File: src/rtl/rcfg_pkg.sv
package rcfg_pkg;
   localparam int ADDR_W = 4;
   localparam int DATA_W = 12;
   localparam int CHAN_W = 7;
   localparam int BIAS_W = 4;
   localparam int FREQ_W = 12;

   // address map
   localparam int ADR_ENABLE = 1;
   localparam int ADR_SYNTH  = 2;
   localparam int ADR_CHAN   = 3;
   localparam int ADR_RX     = 4;
   localparam int ADR_TX     = 5;

   // power-up values
   localparam logic [DATA_W-1:0] DEF_ENABLE = 12'h0F3;
   localparam logic [DATA_W-1:0] DEF_SYNTH  = 12'h041;
   localparam logic [DATA_W-1:0] DEF_RX     = 12'h2A4;
   localparam logic [BIAS_W-1:0] DEF_BIAS   = 4'h8;
   localparam int                DEF_CHAN   = 37;
   localparam int                CHAN_MAX   = 99;
   localparam int                BASE_MHZ   = 2400;
endpackage

File: src/rtl/rcfg_sync.sv
module rcfg_sync #(
   parameter int               W       = 3,
   parameter int               STAGES  = 2,
   parameter logic [W-1:0]     RST_VAL = '0
) (
   input  logic         clk,
   input  logic         rst_n,
   input  logic [W-1:0] d_i,
   output logic [W-1:0] q_o
);
   generate
      if (STAGES < 2) begin : g_bad_stages
         $error("rcfg_sync needs at least two stages");
      end
   endgenerate

   logic [W-1:0] chain [STAGES];

   always_ff @(posedge clk) begin
      if (!rst_n) begin
         for (int i = 0; i < STAGES; i++) chain[i] <= RST_VAL;
      end else begin
         chain[0] <= d_i;
         for (int i = 1; i < STAGES; i++) chain[i] <= chain[i-1];
      end
   end

   assign q_o = chain[STAGES-1];
endmodule

File: src/rtl/rcfg_shift.sv
module rcfg_shift #(
   parameter int W = 16
) (
   input  logic         clk,
   input  logic         rst_n,
   input  logic         shift_i,
   input  logic         bit_i,
   output logic [W-1:0] word_o
);
   generate
      if (W < 2) begin : g_bad_w
         $error("rcfg_shift width too small");
      end
   endgenerate

   always_ff @(posedge clk) begin
      if (!rst_n)       word_o <= '0;
      else if (shift_i) word_o <= {word_o[W-2:0], bit_i};
   end

   // without a serial clock edge the capture word holds
   p_idle_hold_r2: assert property (@(posedge clk) disable iff (!rst_n)
      !shift_i |=> $stable(word_o));
   // newest bit enters at the least significant end
   p_lsb_entry_r2: assert property (@(posedge clk) disable iff (!rst_n)
      shift_i |=> (word_o[0] == $past(bit_i)));
endmodule

File: src/rtl/rcfg_regbank.sv
module rcfg_regbank #(
   parameter int                ADDR_W     = rcfg_pkg::ADDR_W,
   parameter int                DATA_W     = rcfg_pkg::DATA_W,
   parameter int                CHAN_W     = rcfg_pkg::CHAN_W,
   parameter int                BIAS_W     = rcfg_pkg::BIAS_W,
   parameter int                CHAN_MAX   = rcfg_pkg::CHAN_MAX,
   parameter int                CHAN_DEF   = rcfg_pkg::DEF_CHAN,
   parameter bit                CHAN_CLAMP = 1'b1,
   parameter logic [DATA_W-1:0] EN_DEF     = rcfg_pkg::DEF_ENABLE,
   parameter logic [DATA_W-1:0] SYN_DEF    = rcfg_pkg::DEF_SYNTH,
   parameter logic [DATA_W-1:0] RX_DEF     = rcfg_pkg::DEF_RX,
   parameter logic [BIAS_W-1:0] BIAS_DEF   = rcfg_pkg::DEF_BIAS,
   localparam int               WORD_W     = ADDR_W + DATA_W
) (
   input  logic              clk,
   input  logic              rst_n,
   input  logic              wr_i,
   input  logic [WORD_W-1:0] word_i,
   output logic [DATA_W-1:0] en_q,
   output logic [DATA_W-1:0] syn_q,
   output logic [CHAN_W-1:0] chan_q,
   output logic [DATA_W-1:0] rx_q,
   output logic [BIAS_W-1:0] bias_q
);
   logic [ADDR_W-1:0] addr;
   logic [DATA_W-1:0] data;
   logic              mapped;
   logic              chan_ok;
   logic [CHAN_W-1:0] chan_val;

   assign addr = word_i[WORD_W-1:DATA_W];
   assign data = word_i[DATA_W-1:0];

   always_comb begin
      unique case (addr)
         ADDR_W'(rcfg_pkg::ADR_ENABLE), ADDR_W'(rcfg_pkg::ADR_SYNTH),
         ADDR_W'(rcfg_pkg::ADR_CHAN),   ADDR_W'(rcfg_pkg::ADR_RX),
         ADDR_W'(rcfg_pkg::ADR_TX):     mapped = 1'b1;
         default:                       mapped = 1'b0;
      endcase
   end

   // out-of-range channel handling: saturate or drop
   generate
      if (CHAN_CLAMP) begin : g_clamp
         always_comb begin
            chan_ok  = 1'b1;
            chan_val = (data > DATA_W'(CHAN_MAX)) ? CHAN_W'(CHAN_MAX)
                                                  : data[CHAN_W-1:0];
         end
      end else begin : g_reject
         always_comb begin
            chan_ok  = (data <= DATA_W'(CHAN_MAX));
            chan_val = data[CHAN_W-1:0];
         end
      end
   endgenerate

   always_ff @(posedge clk) begin
      if (!rst_n) begin
         en_q   <= EN_DEF;
         syn_q  <= SYN_DEF;
         chan_q <= CHAN_W'(CHAN_DEF);
         rx_q   <= RX_DEF;
         bias_q <= BIAS_DEF;
      end else if (wr_i) begin
         case (addr)
            ADDR_W'(rcfg_pkg::ADR_ENABLE): en_q  <= data;
            ADDR_W'(rcfg_pkg::ADR_SYNTH):  syn_q <= data;
            ADDR_W'(rcfg_pkg::ADR_CHAN):   if (chan_ok) chan_q <= chan_val;
            ADDR_W'(rcfg_pkg::ADR_RX):     rx_q  <= data;
            ADDR_W'(rcfg_pkg::ADR_TX):     bias_q <= data[BIAS_W-1:0];
            default: ;
         endcase
      end
   end

   // no commit, no change
   p_hold_no_wr_r3: assert property (@(posedge clk) disable iff (!rst_n)
      !wr_i |=> ($stable(en_q) && $stable(syn_q) && $stable(chan_q)
                 && $stable(rx_q) && $stable(bias_q)));
   // unassigned address leaves the bank alone
   p_unmapped_r5: assert property (@(posedge clk) disable iff (!rst_n)
      (wr_i && !mapped) |=> ($stable(en_q) && $stable(syn_q) && $stable(chan_q)
                             && $stable(rx_q) && $stable(bias_q)));
   // stored channel stays inside the band
   p_chan_range_r6: assert property (@(posedge clk) disable iff (!rst_n)
      chan_q <= CHAN_W'(CHAN_MAX));
   // bias code follows a transmit-settings write
   p_bias_load_r8: assert property (@(posedge clk) disable iff (!rst_n)
      (wr_i && addr == ADDR_W'(rcfg_pkg::ADR_TX))
         |=> (bias_q == $past(word_i[BIAS_W-1:0])));
endmodule

File: src/rtl/radio_cfg_port.sv
module radio_cfg_port #(
   parameter int  SYNC_STAGES = 2,
   parameter bit  CHAN_CLAMP  = 1'b1,
   parameter int  ADDR_W      = rcfg_pkg::ADDR_W,
   parameter int  DATA_W      = rcfg_pkg::DATA_W,
   parameter int  CHAN_W      = rcfg_pkg::CHAN_W,
   parameter int  BIAS_W      = rcfg_pkg::BIAS_W,
   parameter int  FREQ_W      = rcfg_pkg::FREQ_W,
   parameter int  CHAN_MAX    = rcfg_pkg::CHAN_MAX,
   parameter int  CHAN_DEF    = rcfg_pkg::DEF_CHAN,
   parameter int  BASE_MHZ    = rcfg_pkg::BASE_MHZ
) (
   input  logic              clk,
   input  logic              rst_n,
   input  logic              shdn_n,
   input  logic              cs_n,
   input  logic              sclk,
   input  logic              sdi,
   output logic [DATA_W-1:0] en_mask_o,
   output logic [DATA_W-1:0] synth_o,
   output logic [CHAN_W-1:0] chan_o,
   output logic [FREQ_W-1:0] chan_mhz_o,
   output logic [DATA_W-1:0] rx_cfg_o,
   output logic [BIAS_W-1:0] pa_bias_o
);
   localparam int WORD_W = ADDR_W + DATA_W;

   generate
      if (CHAN_DEF > CHAN_MAX) begin : g_bad_def
         $error("default channel outside range");
      end
      if ((1 << CHAN_W) <= CHAN_MAX) begin : g_bad_chw
         $error("channel width too small");
      end
      if (BIAS_W > DATA_W) begin : g_bad_bias
         $error("bias code wider than payload");
      end
      if (BASE_MHZ + CHAN_MAX >= (1 << FREQ_W)) begin : g_bad_freq
         $error("frequency width too small");
      end
   endgenerate

   // synchronized lines: {select, clock, data}
   logic [2:0] lines_s;
   logic       cs_s, sclk_s, sdi_s;
   logic       cs_prev, sclk_prev;
   logic       shift_en, commit;
   logic [WORD_W-1:0] cap_word;
   logic [DATA_W-1:0] en_q;

   rcfg_sync #(.W(3), .STAGES(SYNC_STAGES), .RST_VAL(3'b100)) i_sync (
      .clk(clk), .rst_n(rst_n), .d_i({cs_n, sclk, sdi}), .q_o(lines_s));

   assign {cs_s, sclk_s, sdi_s} = lines_s;

   always_ff @(posedge clk) begin
      if (!rst_n) begin
         cs_prev   <= 1'b1;
         sclk_prev <= 1'b0;
      end else begin
         cs_prev   <= cs_s;
         sclk_prev <= sclk_s;
      end
   end

   assign shift_en = sclk_s & ~sclk_prev & ~cs_s;
   assign commit   = cs_s & ~cs_prev;

   rcfg_shift #(.W(WORD_W)) i_shift (
      .clk(clk), .rst_n(rst_n), .shift_i(shift_en), .bit_i(sdi_s),
      .word_o(cap_word));

   rcfg_regbank #(
      .ADDR_W(ADDR_W), .DATA_W(DATA_W), .CHAN_W(CHAN_W), .BIAS_W(BIAS_W),
      .CHAN_MAX(CHAN_MAX), .CHAN_DEF(CHAN_DEF), .CHAN_CLAMP(CHAN_CLAMP)
   ) i_bank (
      .clk(clk), .rst_n(rst_n), .wr_i(commit), .word_i(cap_word),
      .en_q(en_q), .syn_q(synth_o), .chan_q(chan_o), .rx_q(rx_cfg_o),
      .bias_q(pa_bias_o));

   assign en_mask_o  = shdn_n ? en_q : '0;
   assign chan_mhz_o = FREQ_W'(BASE_MHZ) + FREQ_W'(chan_o);

   // one select rise gives a single-cycle commit
   p_single_commit_r3: assert property (@(posedge clk) disable iff (!rst_n)
      commit |=> !commit);
   // nothing shifts on the cycle a frame closes
   p_no_shift_on_close_r2: assert property (@(posedge clk) disable iff (!rst_n)
      commit |-> !shift_en);
   // shutdown without a commit keeps the settings
   p_shdn_keep_r7: assert property (@(posedge clk) disable iff (!rst_n)
      (!shdn_n && !commit) |=> ($stable(chan_o) && $stable(synth_o)
                                && $stable(pa_bias_o)));
endmodule

File: config.mk
export PLATFORM = sky130hd
export DESIGN_NAME = radio_cfg_port
export DESIGN_NICKNAME = d
export VERILOG_FILES = /design/src/rtl/rcfg_pkg.sv /design/src/rtl/rcfg_sync.sv /design/src/rtl/rcfg_shift.sv /design/src/rtl/rcfg_regbank.sv /design/src/rtl/radio_cfg_port.sv
export SDC_FILE = /design/constraint.sdc
export NUM_CORES = 1
export LEC_CHECK = 0
export ABC_AREA = 1
export BUFFER_PORTS_ARGS = -buffer_cell sky130_fd_sc_hd__buf_2
export CAP_MARGIN = 5
export CORE_ASPECT_RATIO = 0.7
export CORE_MARGIN = 2
export CORE_UTILIZATION = 45
export CTS_BUF_LIST = sky130_fd_sc_hd__clkbuf_4
export CTS_CLUSTER_DIAMETER = 120
export DETAILED_ROUTE_END_ITERATION = 7
export GPL_TIMING_DRIVEN = 0
export PLACE_DENSITY = 0.69
export SYNTH_ARGS = -nofsm -noshare
export SYNTH_HDL_FRONTEND = slang
export SYNTH_SLANG_ARGS = --single-unit
File: constraint.sdc
create_clock -name clk -period 2.7 [get_ports clk]
set_input_delay 0.27 -clock clk [delete_from_list [all_inputs] [get_ports clk]]
set_output_delay 0.27 -clock clk [all_outputs]
set_load 0.01 [all_outputs]
* Word level (Yosys, flattened, before mapping)
Memory sizes are Yosys's and may differ from the RTL's. Index checks and enable logic that the tools add are counted.
Word-level totals: memories 1, register bits 65, output and inout port bits 59, bits in writable memories 6, bits of input ports 6, word-level logic and storage cells 35
Memories:
- i_sync.chain | words 2, bits a word 3, read ports 2, clocked after Yosys merged registers in 0, wr ports 2, RTL line rcfg_sync.sv:17 | logic [W-1:0] chain [STAGES];
Cells by class: multiplexer cells 6, $lt $le $gt $ge 1, bitwise operators 8, reductions and logical operators 5, eq/ne operators 5, add/subtract/negate cells 1
Operators by type and width (count):
- $add A12 B7 Y12 const A | 1
- $gt A12 B7 Y1 const B | 1
- $mux W12 | 1
- $reduce_and A2 Y1 | 5
- $eq A4 B2 Y1 const B | 2
- $eq A4 B3 Y1 const B | 2
- $mux W7 | 1
- $mux W3 | 2
- $eq A4 B1 Y1 const B | 1
- $and A1 B1 Y1 | 3
- $not A1 Y1 | 3
- $mux W1 | 2
- $or A1 B1 Y1 | 2

* Depth between registers and ports, before layout
depth in word-level cells 3, depth in mapped cells 8, mapped depth without buffers 7

* Cells and area by module
A second synthesis with hierarchy kept.
Unflattened totals: cell total of the unflattened synthesis 405, area, all modules 2917.8 um2
Modules (own cells, without submodules):
- rcfg_regbank | cells each 233, times used 1, area each 1785.5 um2, seq. area each 940.9 um2
- rcfg_shift | cells each 101, times used 1, area each 674.4 um2, seq. area each 320.3 um2
- radio_cfg_port | cells each 50, times used 1, area each 270.3 um2, seq. area each 40.0 um2
- rcfg_sync | cells each 21, times used 1, area each 187.7 um2, seq. area each 120.1 um2

* Least setup slack after synthesis
No wires, ideal clock.
kind flip-flop to output port, start reg i_bank.chan_q[5], end out chan_mhz_o[6], buffers on the path 0, stages on the path, launching flop included 4, arrival time 0.851 ns, data required time 2.430 ns, path slack 1.579 ns, cell sequence dfxtp_1 > inv_1 > ha_1 > inv_1
On the way: longest elaborated chain between the ends 1
RTL lines:
- from (decl) | RTL line rcfg_regbank.sv:21 | output logic [CHAN_W-1:0] chan_q,
- from (signal assigned) | RTL line rcfg_regbank.sv:63 | chan_q <= CHAN_W'(CHAN_DEF);
- from (signal assigned) | RTL line rcfg_regbank.sv:70 | ADDR_W'(rcfg_pkg::ADR_CHAN): if (chan_ok) chan_q <= chan_val;
- $add A12 B7 Y12 | RTL line radio_cfg_port.sv:82 | assign chan_mhz_o = FREQ_W'(BASE_MHZ) + FREQ_W'(chan_o);
- to (decl) | RTL line radio_cfg_port.sv:22 | output logic [FREQ_W-1:0] chan_mhz_o,
No other way between the ends.

* Worst setup path after layout
Same ends and word-level chain as after synthesis.

==> flow_metrics.env <==
export IMPL_cp_end_kind="primary output"
export IMPL_syn_area_per_cell_sq_um=7.49
export IMPL_ant_nets=0
export IMPL_critical_path_max_stage_delay_ns=0.36
export IMPL_initialDrtViolationCount=177
export IMPL_place_area_sq_mm=0.00317
export IMPL_dp_hpwl_mm=4.57
export IMPL_multi_input_area_sq_mm=0.00103
export IMPL_cpMostUsedCell="inv_1"
export IMPL_arrival_ns=1.27
export IMPL_reg2regPathDepth=6
export IMPL_clockBufferDepth=2
export IMPL_drc=0
export IMPL_status="completed"
export IMPL_h_tree_depth=3
export IMPL_overflow=0
export IMPL_synth_xor_area_share_pct=0
export IMPL_numCtsBuffers=9
export IMPL_hold_start="cs_n"
export IMPL_max_vdd_ir_drop_uv=322
export IMPL_area_growth_pct=18.4
export IMPL_post_route_min_period_ns=1.54
export IMPL_ys_seq_area_share_pct=51.3
export IMPL_crit_required_ns=2.43
export IMPL_cap_violations=0
export IMPL_stdcell_area_sq_mm=0.00328
export IMPL_cts_root_buf="clkbuf_4"
export IMPL_portBuffers=59
export IMPL_worstHoldEndpoint="i_sync.chain[0][2]"
export IMPL_n_antenna_cell=0
export IMPL_hold_path_depth=2
export IMPL_r2r_start="i_shift.word_o[13]"
export IMPL_worstHoldPathType="primary input to flip-flop"
export IMPL_setup_violations=0
export IMPL_cts_resized=0
export IMPL_rsz0062_at_grt="no"
export IMPL_crit_type="flip-flop to primary output"
export IMPL_drive_gt1_share_pct=23.0
export IMPL_cts_tree="yes"
export IMPL_nets=449
export IMPL_totalWireLength_mm=6.32
export IMPL_fp_dieH_um=69.7
export IMPL_cp_slowest_cell="dfxtp_1"
export IMPL_syn_cell_area_sq_mm=0.00277
export IMPL_hold_buffers=0
export IMPL_synth_compound_area_share_pct=12.5
export IMPL_die_width_um=97.8
export IMPL_fill_cells=594
export IMPL_synth_fa_ha_area_share_pct=0.451
export IMPL_grt_usage_pct=19.9
export IMPL_synthSimpleGateAreaFrac_pct=23.7
export IMPL_synthMuxAreaShare_pct=0
export IMPL_coreArea_sq_mm=0.00584
export IMPL_max_freq_mhz=650
export IMPL_tightest_slew_ns=0.545
export IMPL_seqCellArea_sq_mm=0.00142
export IMPL_io_pins=65
export IMPL_grt_pass1_wl_mm=10.7
export IMPL_clock_latency_ns=0.40
export IMPL_grt_pass1_vias=2255
export IMPL_post_cts_setup_buffer_count=0
export IMPL_crit_family="flip-flops"
export IMPL_globalplace_congestion=0.842
export IMPL_slew_violations=0
export IMPL_r2r_end="i_bank.syn_q[11]"
export IMPL_hold_viol=0
export IMPL_min_period_over_period_pct=57.0
export IMPL_p_leak_nw=1.71
export IMPL_grt_max_degree=11
export IMPL_drt_first_pass_iters=4
export IMPL_antenna_found_initial=0
export IMPL_yosys_warnings=0
export IMPL_dieArea_sq_mm=0.00681
export IMPL_via_count=2475
export IMPL_wl_per_cell_um=12.1
export IMPL_cp_cell_sequence="inv_1, ha_1, inv_1, buf_2"
export IMPL_cts_sinks=71
export IMPL_initial_core_util_pct=47.4
export IMPL_ys_seq_elements=71
export IMPL_worstPathMaxFanout=3
export IMPL_slew_headroom_pct=63.7
export IMPL_final_common_cell="dfxtp_1"
export IMPL_synth_cell_types=26
export IMPL_critPathBufInv=3
export IMPL_powerDensity_mw_per_mm2=518
export IMPL_reg2reg_slack_ns=1.32
export IMPL_clock_skew_ns=0.0120
export IMPL_path_clk_slew_ns=0.10
export IMPL_synth_top_family_by_area="simple AND/OR/NAND/NOR gates"
export IMPL_cp_start_kind="flip-flop"
export IMPL_fin_setup_tns_ns=0
export IMPL_final_cell_mix="dfxtp_1, nor2_1, buf_2"
export IMPL_power_mw=1.70
export IMPL_via_per_inst=4.74
export IMPL_rows=23
export IMPL_netlist_instances=370
-- where the power goes --
group,internal (mW),total [mW],switching (mW)
registers,1.06,1.06,0.00749
logic,0.0247,0.0695,0.0448
clock network,0.237,0.567,0.330
-- logic make-up (layout without fill, tap and decap cells) --
logic type,count (synthesis),count (layout)
AND/OR/NAND/NOR,156,156
buffers and inverters,72,147
other,2,4
AO/OA/AOI/OAI,68,68
adder cells (fa/ha/maj),1,1
flip-flops,71,71
-- state kept, by name, summed over array words and instances, names as in the netlist --
name            count
i_sync.chain        6
i_bank.bias_q       4
sclk_prev           1
i_shift.word_o     16
cs_prev             1
i_bank.en_q        12
i_bank.rx_q        12
i_bank.syn_q       12
i_bank.chan_q       7
-- final cells by class --
class	count	share of cell area, %
flip-flops and latches	71	43.3
multi-input cells	229	31.4
repair buffers	59	9.00
inverters	46	5.26
plain buffers	26	4.77
clock buffers	14	3.20
well taps	75	2.86
clock inverters	2	0.229
-- routing by layer --
metal	wire length, um	global-route usage [%]	share of wire (%)
met1	2980	26.9	47
met2	2750	30.2	44
met3	556	7.56	8.8
met4	24	4.63	0.38
met5	0	0	0
-- worst reg2reg max path: cells and delay by family, from the launching register on --
family / cells / cell delay (ns)
flip-flops: 1 / 0.39
buffers and inverters: 2 / 0.36
AND/OR/NAND/NOR: 3 / 0.35
AO/OA/AOI/OAI: 1 / 0.18
-- cells in the mapped netlist (all sizes together) --
library cell	number	area share [%]
conb	2	0.27
a21oi	20	3.6
nand3b	2	0.68
dfxtp	71	51
nand3	18	3.4
clkinv	1	0.14
clkbuf	8	1.1
o21ai	46	8.3
ha	1	0.45
or2	3	0.68
nor2	72	10
nor3	1	0.18
buf	18	4.6
o211ai	2	0.54
inv	45	6.1
nand2	60	8.2
-- worst max-delay path by stage --
stage | from | to | cells past startpoint
finish | i_bank.chan_q[5] | chan_mhz_o[6] | 4
global route | i_bank.chan_q[5] | chan_mhz_o[6] | 4
CTS | i_bank.chan_q[5] | chan_mhz_o[6] | 4
detailed placement | i_shift.word_o[13] | i_bank.syn_q[10] | 6
global placement | i_sync.chain[0][5] | i_bank.syn_q[8] | 6
floorplan | i_bank.chan_q[5] | chan_mhz_o[6] | 3
-- metrics by stage --
stage	hold WS (ns)	util, %	cells	setup slack, ns
finish	0.0450	56.2	522	1.16
global route	0.0207	56.2	522	1.05
CTS	0.00869	56.2	522	1.13
detailed placement	0.401	54.2	506	1.36
global placement	0.393	54.2	506	1.37
floorplan	0.368	-	372	1.58
Note: power is estimated with default switching activity, not from simulation.
